<file path="config.mk">
export PLATFORM = sky130hd
export DESIGN_NAME = cmdcrc_ctrl
export DESIGN_NICKNAME = d
export VERILOG_FILES = /design/src/rtl/cmdcrc_pkg.sv /design/src/rtl/cmdcrc_ctrl.sv
export SDC_FILE = /design/constraint.sdc
export NUM_CORES = 1
export LEC_CHECK = 0
export BUFFER_PORTS_ARGS = -buffer_cell sky130_fd_sc_hd__buf_2
export CORE_AREA = 8 8 45 47
export DETAILED_ROUTE_END_ITERATION = 12
export DIE_AREA = 0 0 53 55
export PLACE_DENSITY_LB_ADDON = 0.08
export RECOVER_POWER = 25
export REMOVE_ABC_BUFFERS = 1
export SLEW_MARGIN = 20
export SYNTH_ARGS = -nofsm -noshare
export SYNTH_HDL_FRONTEND = slang
export SYNTH_SLANG_ARGS = --single-unit
</file>
<file path="constraint.sdc">
create_clock -name clk -period 2.6 [get_ports clk]
set_input_delay 0.13 -clock clk [delete_from_list [all_inputs] [get_ports clk]]
set_output_delay 0.13 -clock clk [all_outputs]
set_load 0.05 [all_outputs]
</file>
<file path="src/rtl/cmdcrc_pkg.sv">
package cmdcrc_pkg;
  localparam int BYTE_W = 8;
  typedef logic [BYTE_W-1:0] byte_t;

  // Strobes from control to datapath, one cycle each
  typedef struct packed {
    logic capFirst;
    logic capSecond;
    logic checkCrc;
    logic clearTx;
    logic startPay;
    logic foldPay;
    logic loadPayCrc;
  } strobe_t;

  // One byte through the CRC register, MSB first
  function automatic byte_t crcStep(byte_t seed, byte_t data, byte_t poly);
    byte_t c;
    logic fb;
    c = seed;
    for (int i = BYTE_W - 1; i >= 0; i--) begin
      fb = c[BYTE_W-1] ^ data[i];
      c = {c[BYTE_W-2:0], 1'b0};
      if (fb) c = c ^ poly;
    end
    return c;
  endfunction
endpackage

</file>
<file path="src/rtl/cmdcrc_ctrl.sv">
module cmdcrc_ctrl
  import cmdcrc_pkg::*;
#(
  parameter int LEN_W = 3
) (
  input  logic             clk,
  input  logic             rstN,
  input  logic             crcEnable,
  input  logic             frameAbort,
  input  logic             rxValid,
  input  logic             crcMatch,
  input  logic             payLast,
  input  logic [LEN_W-1:0] payloadLen,
  input  logic             errClear,
  output strobe_t          strobe,
  output logic             payPhase,
  output logic             cmdValid,
  output logic             crcErr
);
  typedef enum logic [2:0] {
    ST_B1, ST_B2, ST_B3, ST_B4, ST_DECIDE, ST_PAY, ST_RCRC
  } state_t;

  state_t state, stateNext;
  logic   matchReg;
  logic   errSet;

  always_comb begin
    strobe    = '0;
    stateNext = state;
    errSet    = 1'b0;
    unique case (state)
      ST_B1: if (rxValid) begin
        strobe.capFirst = 1'b1;
        stateNext = ST_B2;
      end
      ST_B2: if (rxValid) begin
        strobe.capSecond = 1'b1;
        stateNext = crcEnable ? ST_B3 : ST_DECIDE;
      end
      ST_B3: if (rxValid) begin
        strobe.checkCrc = 1'b1;
        stateNext = ST_B4;
      end
      ST_B4: if (rxValid) begin
        strobe.clearTx = 1'b1;
        if (matchReg) stateNext = ST_DECIDE;
        else begin
          errSet    = 1'b1;
          stateNext = ST_B1;
        end
      end
      ST_DECIDE: begin
        strobe.clearTx = 1'b1;
        if (payloadLen != '0) begin
          strobe.startPay = 1'b1;
          stateNext = ST_PAY;
        end else stateNext = ST_B1;
      end
      ST_PAY: if (rxValid) begin
        strobe.foldPay = 1'b1;
        if (payLast) begin
          if (crcEnable) begin
            strobe.loadPayCrc = 1'b1;
            stateNext = ST_RCRC;
          end else begin
            strobe.clearTx = 1'b1;
            stateNext = ST_B1;
          end
        end
      end
      ST_RCRC: if (rxValid) begin
        strobe.clearTx = 1'b1;
        stateNext = ST_B1;
      end
      default: stateNext = ST_B1;
    endcase
    if (frameAbort) begin
      strobe    = '0;
      errSet    = 1'b0;
      stateNext = ST_B1;
    end
  end

  always_ff @(posedge clk or negedge rstN) begin
    if (!rstN) begin
      state    <= ST_B1;
      matchReg <= 1'b0;
      crcErr   <= 1'b0;
    end else begin
      state <= stateNext;
      if (strobe.checkCrc) matchReg <= crcMatch;
      if (errSet) crcErr <= 1'b1;
      else if (errClear) crcErr <= 1'b0;
    end
  end

  assign cmdValid = (state == ST_DECIDE);
  assign payPhase = (state == ST_PAY);

  // the accepted-command strobe lasts one clock
  assert_valid_pulse_R3: assert property (@(posedge clk) disable iff (!rstN)
    cmdValid |=> !cmdValid);

  // a mismatched frame never yields a command
  assert_no_valid_on_mismatch_R4: assert property (@(posedge clk) disable iff (!rstN)
    (state == ST_B4 && rxValid && !matchReg && !frameAbort) |=> (!cmdValid && crcErr));

  // the error flag holds until cleared
  assert_err_sticky_R5: assert property (@(posedge clk) disable iff (!rstN)
    (crcErr && !errClear) |=> crcErr);

  // abort returns to the start of a frame
  assert_abort_restart_R9: assert property (@(posedge clk) disable iff (!rstN)
    frameAbort |=> (state == ST_B1 && !cmdValid && !payPhase));
endmodule

</file>
# [After elaboration in Yosys (flattened, before gate mapping)]
# Cells that the tools add are included.
[word_totals] ff_bits=5 in_bits=11 output_inout_bits=10 word_cells=55
[classes] n_eq_ne=13 n_mux=34 reduce_logical=5
[ops] operator="3-bit two-way mux" n=12
[ops] operator="3-bit inequality test (second input constant)" n=7
[ops] operator="3-bit case mux with 7 select lines" n=1
[ops] operator="1-bit two-way mux" n=17
[ops] operator="3-bit equality test (second input constant)" n=3
[ops] operator="7-bit two-way mux" n=1
[ops] operator="7-bit AND reduction" n=1
[ops] operator="3-bit by 2-bit equality test with 1-bit output (second input constant)" n=2
[ops] operator="2-bit two-way mux" n=2
[ops] operator="3-bit by 1-bit equality test with 1-bit output (second input constant)" n=1
[ops] operator="3-bit logical NOT" n=1
[ops] operator="1-bit case mux with 3 select lines" n=1
[ops] operator="3-bit nonzero test" n=1
[ops] operator="2-bit nonzero test" n=1
[ops] operator="2-bit OR reduction" n=1

# [Longest topological paths before layout]
# Gate-level depths: netlist (run 1).
[logic_depth] word_depth=5 depth_mapped=5 depth_no_buf=4

# [Worst setup path after synthesis (run 1)]
# OpenSTA, ideal clock, no wires.
[synth_path] kind="reg2out" start="register state[1]" end="output port strobe[0] (netlist name)" arrival_ns=2.376 slack_ns=0.094 path_stages_with_launch=5 cell_sequence="dfrtp_1 -> nor2b_1 -> and2_1 -> nor3b_2 -> and3_1"
[synth_rtl] element="start, declared" line_no="cmdcrc_ctrl.sv:24" rtl="state_t state, stateNext;"
[synth_rtl] element="start signal, assigned" line_no="cmdcrc_ctrl.sv:91" rtl="state <= stateNext;"
[synth_rtl] element="end, declared" line_no="cmdcrc_ctrl.sv:15" rtl="output strobe_t strobe,"

==> qor.yml, run 1 <==
status: "finished clean"
hpwlAfterDp_um: 932.3
r2r_slack_ns: 1.05
slew_headroom: 0.6842
final.period_utilization: 0.7685
grt_max_degree: 16
synth.avg_cell_area_um2: 8.542
htreeDepth: 1
fillCellCount: 147
r2r_cells: 4
drtIter0Drc: 5
dp.cells: 85
hold_violations: 0
cts_made_buffers: 3
antenna_found_initial: 0
synth_top_family_by_area: "simple AND/OR/NAND/NOR gates"
cts_tree: "built"
r2r_end: "matchReg"
hold_buffers: 1
cts_buffer_depth: 2
min_to: "crcErr"
p_int_w: 0.0001829
syn_to_final_growth_pct: 31.55
place.gp.congestion: 0.7297
final_cell_mix: "19 x buf_2, 6 x a21oi_1, 5 x dfrtp_1"
dieArea_um2: 2915
synth_cell_types: 29
muxShareOfSynthArea: 0.02535
vias_per_cell: 5.133
comb_power_share: 0.302
setup.worst_path.end_class: "output pin"
tightest_slew_ns: 0.4737
synth-compound-area-share: 0.2535
ys_ff_latch: 5
synth_xor_area_frac: 0.01972
clock_latency_ns: 0.25
post_drt_wl_per_cell_um: 13.70
overflow: 0
cp.arrival_ns: 1.87
grt_pass1_vias: 464
mostFrequentLayoutCell: "buf_2"
max-cap-violations: 0
hp-start: "errClear"
netlist_instances: 52
ctsResizeCount: 0
syn_area_um2: 444.2
grt_setup_unrepaired: "false"
p_clk_frac: 0.322
sequentialPowerShare: 0.376
cts_setup_buffers: 0
hold_class: "in -> reg"
root_buffer: "clkbuf_4"
grt_pass1_wl_um: 2070
ys_seq_area_frac: 0.2817
io_buffers: 20
criticalPathCategory: "reg -> out"
ant_nets: 0
yosys.area_share.simple: 0.3606
layout-drive-gt1-share: 0.3649
p_per_area_nw_per_um2: 502.3
p_leak_nw: 0.2822
clock_sinks: 5
num_antenna_cells: 0
hold_path_depth: 2
cp-start-kind: "flip-flop"
crit_required_ns: 2.47
switching_share: 0.3768
max_freq_mhz: 500.5
grt_use_total: 0.09699
setup_viol: 0
num_vias: 462
first_pass_iters: 4
finish.instance_area_um2: 584.3
route.detailed.drc: 0
switching_power_w: 0.0001106
fin_worst_skew_ns: 0.001402
ys_warn_count: 0
fin_cells: 90
num_rows: 14
die_w_um: 53
start_util: 0.3210
yosys.area_share.adder: 0
nNetsFinal: 86
die_h_um: 55
ios: 21
seq_area_um2: 125.1
rr_startpoint: "state[2]"
peakVddDrop_mv: 0.1691
place_area_um2: 549.3
crit_path_max_fanout: 14
core_area_um2: 1384
cts.reportedPaths.clkPinSlew_ns: 0.05
period_needed_ns: 1.998
setup_tns_ns: 0
wl_um: 1233
multi_input_area_um2: 292.8
slew_violations: 0
[sequential cells by signal, summed over array words and instances, names as in the netlist]
register and flops:
state 3, crcErr 1, matchReg 1
[worst max-delay path, stage by stage (launching register included)]
cell and delay (ns):
dfrtp_1 0.63, nor2b_1 0.25, and2_1 0.16, nor3b_2 0.17
and3_1 0.16, buf_2 0.25
[power by group through the flow]
| stage | Sequential, W | Combinational (W) | Clock [W] |
|---|---|---|---|
| floorplan | 0.000106 | 0.0000636 | 0 |
| global placement | 0.000112 | 0.0000886 | 0 |
| detailed placement | 0.000112 | 0.0000882 | 0 |
| CTS | 0.000111 | 0.0000895 | 0.0000979 |
| global route | 0.000114 | 0.0000985 | 0.000106 |
| finish | 0.000110 | 0.0000886 | 0.0000946 |
[synth_stat cells, drive strengths merged]
cell type	instances	area, um^2
nand3b	1	7.510
a221o	1	10.01
and2	1	6.260
and2b	2	17.52
a21oi	6	30.03
nor3b	3	43.79
nor3	2	10.01
a211oi	1	7.510
a41oi	1	8.760
nor2b	2	12.51
o31a	1	8.760
and3	1	6.260
buf	3	15.01
dfrtp	5	125.1
inv	3	11.26
a22oi	1	7.510
o21ai	3	15.01
o21bai	1	7.510
o32ai	2	17.52
nand2b	4	32.53
nand2	2	7.510
nand3	1	5.000
mux2	1	11.26
xor2	1	8.760
nor2	3	11.26
[routing by layer]
metal | global-route usage | vias to the layer above | wire length (um) | share of wire
met5 | 0 | - | 0 | 0
met4 | 0.05172 | 0 | 16 | 0.013
met3 | 0.05348 | 3 | 106 | 0.086
met2 | 0.1406 | 18 | 554 | 0.45
met1 | 0.1118 | 207 | 556 | 0.45
li1 | - | 234 | - | -
[worst max path at each step]
stage	from	endpoint	slack, ns
finish	state[0]	strobe[0]	0.60
global route	state[0]	strobe[0]	0.42
CTS	state[0]	strobe[0]	0.58
detailed placement	state[0]	strobe[0]	0.86
global placement	state[0]	strobe[0]	0.89
floorplan	state[0]	strobe[0]	-0.11
[logic make-up after synthesis]
group / Yosys count
AND/OR/NAND/NOR: 22
multiplexers: 1
XOR/XNOR: 1
flip-flops: 5
buffers and inverters: 6
AO/OA/AOI/OAI: 17
[per-stage QoR]
step                setup slack (ns)  hold slack, ns   power, W    util
finish                        0.6019         0.06745  0.0002935  0.4222
global route                  0.4246         0.06867  0.0003186  0.4222
CTS                           0.5753         0.05953  0.0002985  0.4231
detailed placement            0.8610        -0.05052  0.0002002  0.3969
global placement              0.8896        -0.05150  0.0002009  0.3969
floorplan                    -0.1056         -0.1656  0.0001700       -
[final cells by class]
| cell class | instances | share of cell area |
|---|---|---|
| clock buffers | 4 | 0.04497 |
| inverters | 3 | 0.01927 |
| multi-input cells | 41 | 0.5011 |
| flip-flops and latches | 5 | 0.2141 |
| well taps | 16 | 0.03426 |
| repair buffers | 21 | 0.1863 |
Note: power is estimated with default switching activity, not from simulation.
==> inputs of run 2 (changes only) <==
Clock period 2.6 ns to 1.7 ns, I/O delays scaled along.
==> qor.yml, run 2 (same netlist as run 1, synthesis figures left out) <==
status: "finished clean"
period_needed_ns: 1.609
slew_headroom: 0.8095
regMostFlops: "state"
overflow: 0
num_rows: 14
io_buffers: 20
largestRegisters: "state: 3 flops, crcErr: 1 flops, matchReg: 1 flops"
cp-start-kind: "flip-flop"
grt_pass1_wl_um: 2283
start_util: 0.3210
criticalPathCategory: "reg -> out"
worst_slack_ns: 0.09083
post_drt_wl_per_cell_um: 14.68
grt_use_total: 0.1084
crit_path_max_fanout: 14
hpwlAfterDp_um: 1039
layout-drive-gt1-share: 0.4103
drtIter0Drc: 5
final_core_util: 0.4512
largest_reg_flops: 3
grt_pass1_vias: 491
max-cap-violations: 0
cts.reportedPaths.clkPinSlew_ns: 0.05
first_pass_iters: 4
seq_area_um2: 125.1
setup_tns_ns: 0
grt_setup_unrepaired: "false"
num_vias: 476
nNetsFinal: 90
pre_cts_ws_ns: 0.2545
final.period_utilization: 0.9466
dp.cells: 88
antenna_found_initial: 0
tightest_slew_ns: 0.2858
setup_viol: 0
clock_sinks: 5
fin_cells: 94
clock_latency_ns: 0.24
core_area_um2: 1384
p_leak_nw: 0.3025
mostFrequentLayoutCell: "buf_2"
grt_max_degree: 15
route.detailed.drc: 0
p_per_area_nw_per_um2: 745.4
fillCellCount: 155
dieArea_um2: 2915
cts_made_buffers: 3
die_h_um: 55
syn_to_final_growth_pct: 40.56
ant_nets: 0
fin_worst_skew_ns: 0.003408
peakVddDrop_mv: 0.2637
max_freq_mhz: 621.4
ios: 21
vias_per_cell: 5.064
cp.arrival_ns: 1.52
root_buffer: "clkbuf_4"
hold_violations: 0
place.gp.congestion: 0.7623
cts_tree: "built"
htreeDepth: 1
num_antenna_cells: 0
hold_class: "in -> reg"
multi_input_area_um2: 295.3
die_w_um: 53
setup.worst_path.end_class: "output pin"
cts_buffer_depth: 2
slew_violations: 0
crit_required_ns: 1.62
wl_um: 1380
final_cell_mix: "16 x buf_2, 6 x a21oi_1, 5 x clkbuf_4, 5 x dfrtp_1, 5 x buf_4"
run 2: final cells by class:
type                    instances  area share
inverters                       3     0.01804
multi-input cells              41      0.4729
repair buffers                 25      0.2345
clock buffers                   4     0.04208
flip-flops and latches          5      0.2004
well taps                      16     0.03206
run 2: power by group:
group          total [W]  switching, W  internal (W)  leakage, nW
clock network   0.000141     0.0000522     0.0000890       0.0150
registers       0.000144    0.00000967      0.000135       0.0674
logic           0.000180      0.000111     0.0000696        0.220
total           0.000465      0.000172      0.000293        0.303
run 2: critical path, stage by stage, from the launching register on:
cell and delay, ns:
dfrtp_1 0.38, buf_4 0.19, nor3b_2 0.21, o31a_1 0.17
nor2b_1 0.13, buf_4 0.20
run 2: final timing paths:
| kind | from | to | slack (ns) | cells after the start |
|---|---|---|---|---|
| hold reg to reg | matchReg | crcErr | 0.50 | 1 |
| setup / recovery | state[1] | strobe[2] | 0.09 | 5 |
| hold / removal | errClear | crcErr | 0.04 | 2 |
| max in group asynchronous | rstN | state[1] | 1.25 | 2 |
| min in group asynchronous | rstN | state[2] | 0.23 | 2 |
| setup reg to reg | state[2] | matchReg | 0.33 | 4 |
run 2: routing by layer:
metal / wire (um) / up-vias / track usage
li1: - / 242 / -
met1: 611 / 217 / 0.1176
met2: 667 / 15 / 0.1699
met3: 93 / 2 / 0.04278
met4: 8 / 0 / 0.07759
met5: 0 / - / 0
run 2: repair_timing:
item / 4_1_cts / 5_1_grt
buffers inserted: 0 / 1
endpoints found under the setup margin: 1 / 3
hold endpoints to repair: 5 / 0
hold buffers: 1 / 0
resized for setup: 1 / 3
run 2: per-stage QoR:
step / hold WS [ns] / power [W] / instance area, um^2
floorplan: -0.2106 / 0.0002600 / 429.2
global placement: -0.09511 / 0.0003222 / 571.8
detailed placement: -0.08872 / 0.0003215 / 571.8
CTS: 0.03730 / 0.0004703 / 610.6
global route: 0.03924 / 0.0004994 / 624.3
finish: 0.03816 / 0.0004654 / 624.3
==> inputs of run 3 (changes only) <==
Settings changed: BUFFER_PORTS_ARGS -buffer_cell sky130_fd_sc_hd__buf_2 to -buffer_cell sky130_fd_sc_hd__buf_4.
==> qor.yml, run 3 (same netlist as run 1, synthesis figures left out) <==
period_needed_ns: 1.624
r2r_end: "state[2]"
criticalPathCategory: "reg -> out"
antenna_found_initial: 0
slew_headroom: 0.8168
cts.reportedPaths.clkPinSlew_ns: 0.04
max-cap-violations: 0
ant_nets: 0
hpwlAfterDp_um: 1035
grt_use_total: 0.1031
final.period_utilization: 0.9554
hold_violations: 0
die_w_um: 53
route.detailed.drc: 0
drtIter0Drc: 3
setup.worst_path.end_class: "output pin"
r2r_cells: 7
layout-drive-gt1-share: 0.4819
clock_latency_ns: 0.24
final_cell_mix: "26 x buf_4, 6 x a21oi_1, 4 x dfrtp_1"
fin_cells: 99
wl_um: 1370
crit_required_ns: 1.62
root_buffer: "clkbuf_4"
first_pass_iters: 3
seq_area_um2: 126.4
cp.arrival_ns: 1.54
p_per_area_nw_per_um2: 689.5
nNetsFinal: 95
place_area_um2: 644.4
grt_max_degree: 10
setup_tns_ns: 0
fillCellCount: 132
num_rows: 14
die_h_um: 55
vias_per_cell: 5.081
tightest_slew_ns: 0.2747
grt_setup_unrepaired: "false"
max_freq_mhz: 615.7
place.gp.congestion: 0.7694
cts_buffer_depth: 2
multi_input_area_um2: 302.8
status: "finished clean"
grt_pass1_vias: 536
io_buffers: 20
cp-start-kind: "flip-flop"
peakVddDrop_mv: 0.3772
clock_sinks: 5
ios: 21
r2r_slack_ns: 0.29
finish.instance_area_um2: 718.2
whs_ns: 0.03360
hold_class: "in -> reg"
fin_worst_skew_ns: 0.001515
grt_pass1_wl_um: 2325
setup_viol: 0
largestRegisters: "state: 3 flops, crcErr: 1 flops, matchReg: 1 flops"
post_drt_wl_per_cell_um: 13.84
overflow: 0
regMostFlops: "state"
htreeDepth: 1
num_antenna_cells: 0
cts_tree: "built"
syn_to_final_growth_pct: 61.69
core_area_um2: 1384
setup.worst_path.start: "state[1]"
largest_reg_flops: 3
p_leak_nw: 0.3394
crit_path_max_fanout: 7
dp.cells: 91
mostFrequentLayoutCell: "buf_4"
cts_made_buffers: 3
rr_startpoint: "state[0]"
crit_end: "strobe[0]"
slew_violations: 0
num_vias: 503
start_util: 0.3210
dieArea_um2: 2915
run 3: cell types whose count changed in the layout (fill, tap and decap cells not counted), sizes merged:
cell,delta
buf,+7
clkbuf,-2
run 3: timing repair:
item                       4_1_cts  5_1_grt
hold endpoints to repair         5        0
gates resized for setup          0        6
setup endpoints to repair        0        3
hold buffers                     1        0
setup buffers                    0        3
run 3: area by class of cell:
type / instances / share of cell area
Timing Repair Buffer: 30 / 0.3223
Tap cell: 16 / 0.02787
Inverter: 3 / 0.01568
Sequential cell: 5 / 0.1760
Clock buffer: 4 / 0.03659
Multi-Input combinational cell: 41 / 0.4216
run 3: critical path, cell delays in order (launching register included):
cell     delay, ns
dfrtp_2       0.45
nor2b_2       0.16
and2_1        0.16
nor3b_2       0.18
and3_1        0.19
buf_6         0.16
run 3: power breakdown:
part	switching, W	leakage [nW]	internal [W]
clock	0.0000486	0.0150	0.0000887
combinational	0.000112	0.259	0.0000953
sequential	0.0000155	0.0658	0.000135
total	0.000176	0.339	0.000319
run 3: worst min-delay path by stage:
| stage | slack [ns] | start | end | cells after the start |
|---|---|---|---|---|
| floorplan | -0.21 | rstN | crcErr | 0 |
| global placement | -0.11 | rstN | state[0] | 1 |
| detailed placement | -0.11 | rstN | matchReg | 1 |
| CTS | 0.03 | errClear | crcErr | 2 |
| global route | 0.03 | errClear | crcErr | 2 |
| finish | 0.03 | errClear | crcErr | 2 |
run 3: metrics by stage:
| stage | power [W] | setup slack (ns) | utilization |
|---|---|---|---|
| floorplan | 0.0002600 | -0.9606 | - |
| global placement | 0.0003487 | 0.2961 | 0.4656 |
| detailed placement | 0.0003473 | 0.2881 | 0.4656 |
| CTS | 0.0004927 | 0.01155 | 0.4919 |
| global route | 0.0005307 | 0.005313 | 0.5190 |
| finish | 0.0004952 | 0.07584 | 0.5190 |
run 3: layer usage:
metal  share of wire  up-vias  track usage  wire length [um]
met2            0.49       15       0.1621               672
met4          0.0029        0      0.02586                 4
li1                -      252            -                 -
met1            0.44      234       0.1275               597
met3           0.070        2      0.04278                96
met5               0        -            0                 0
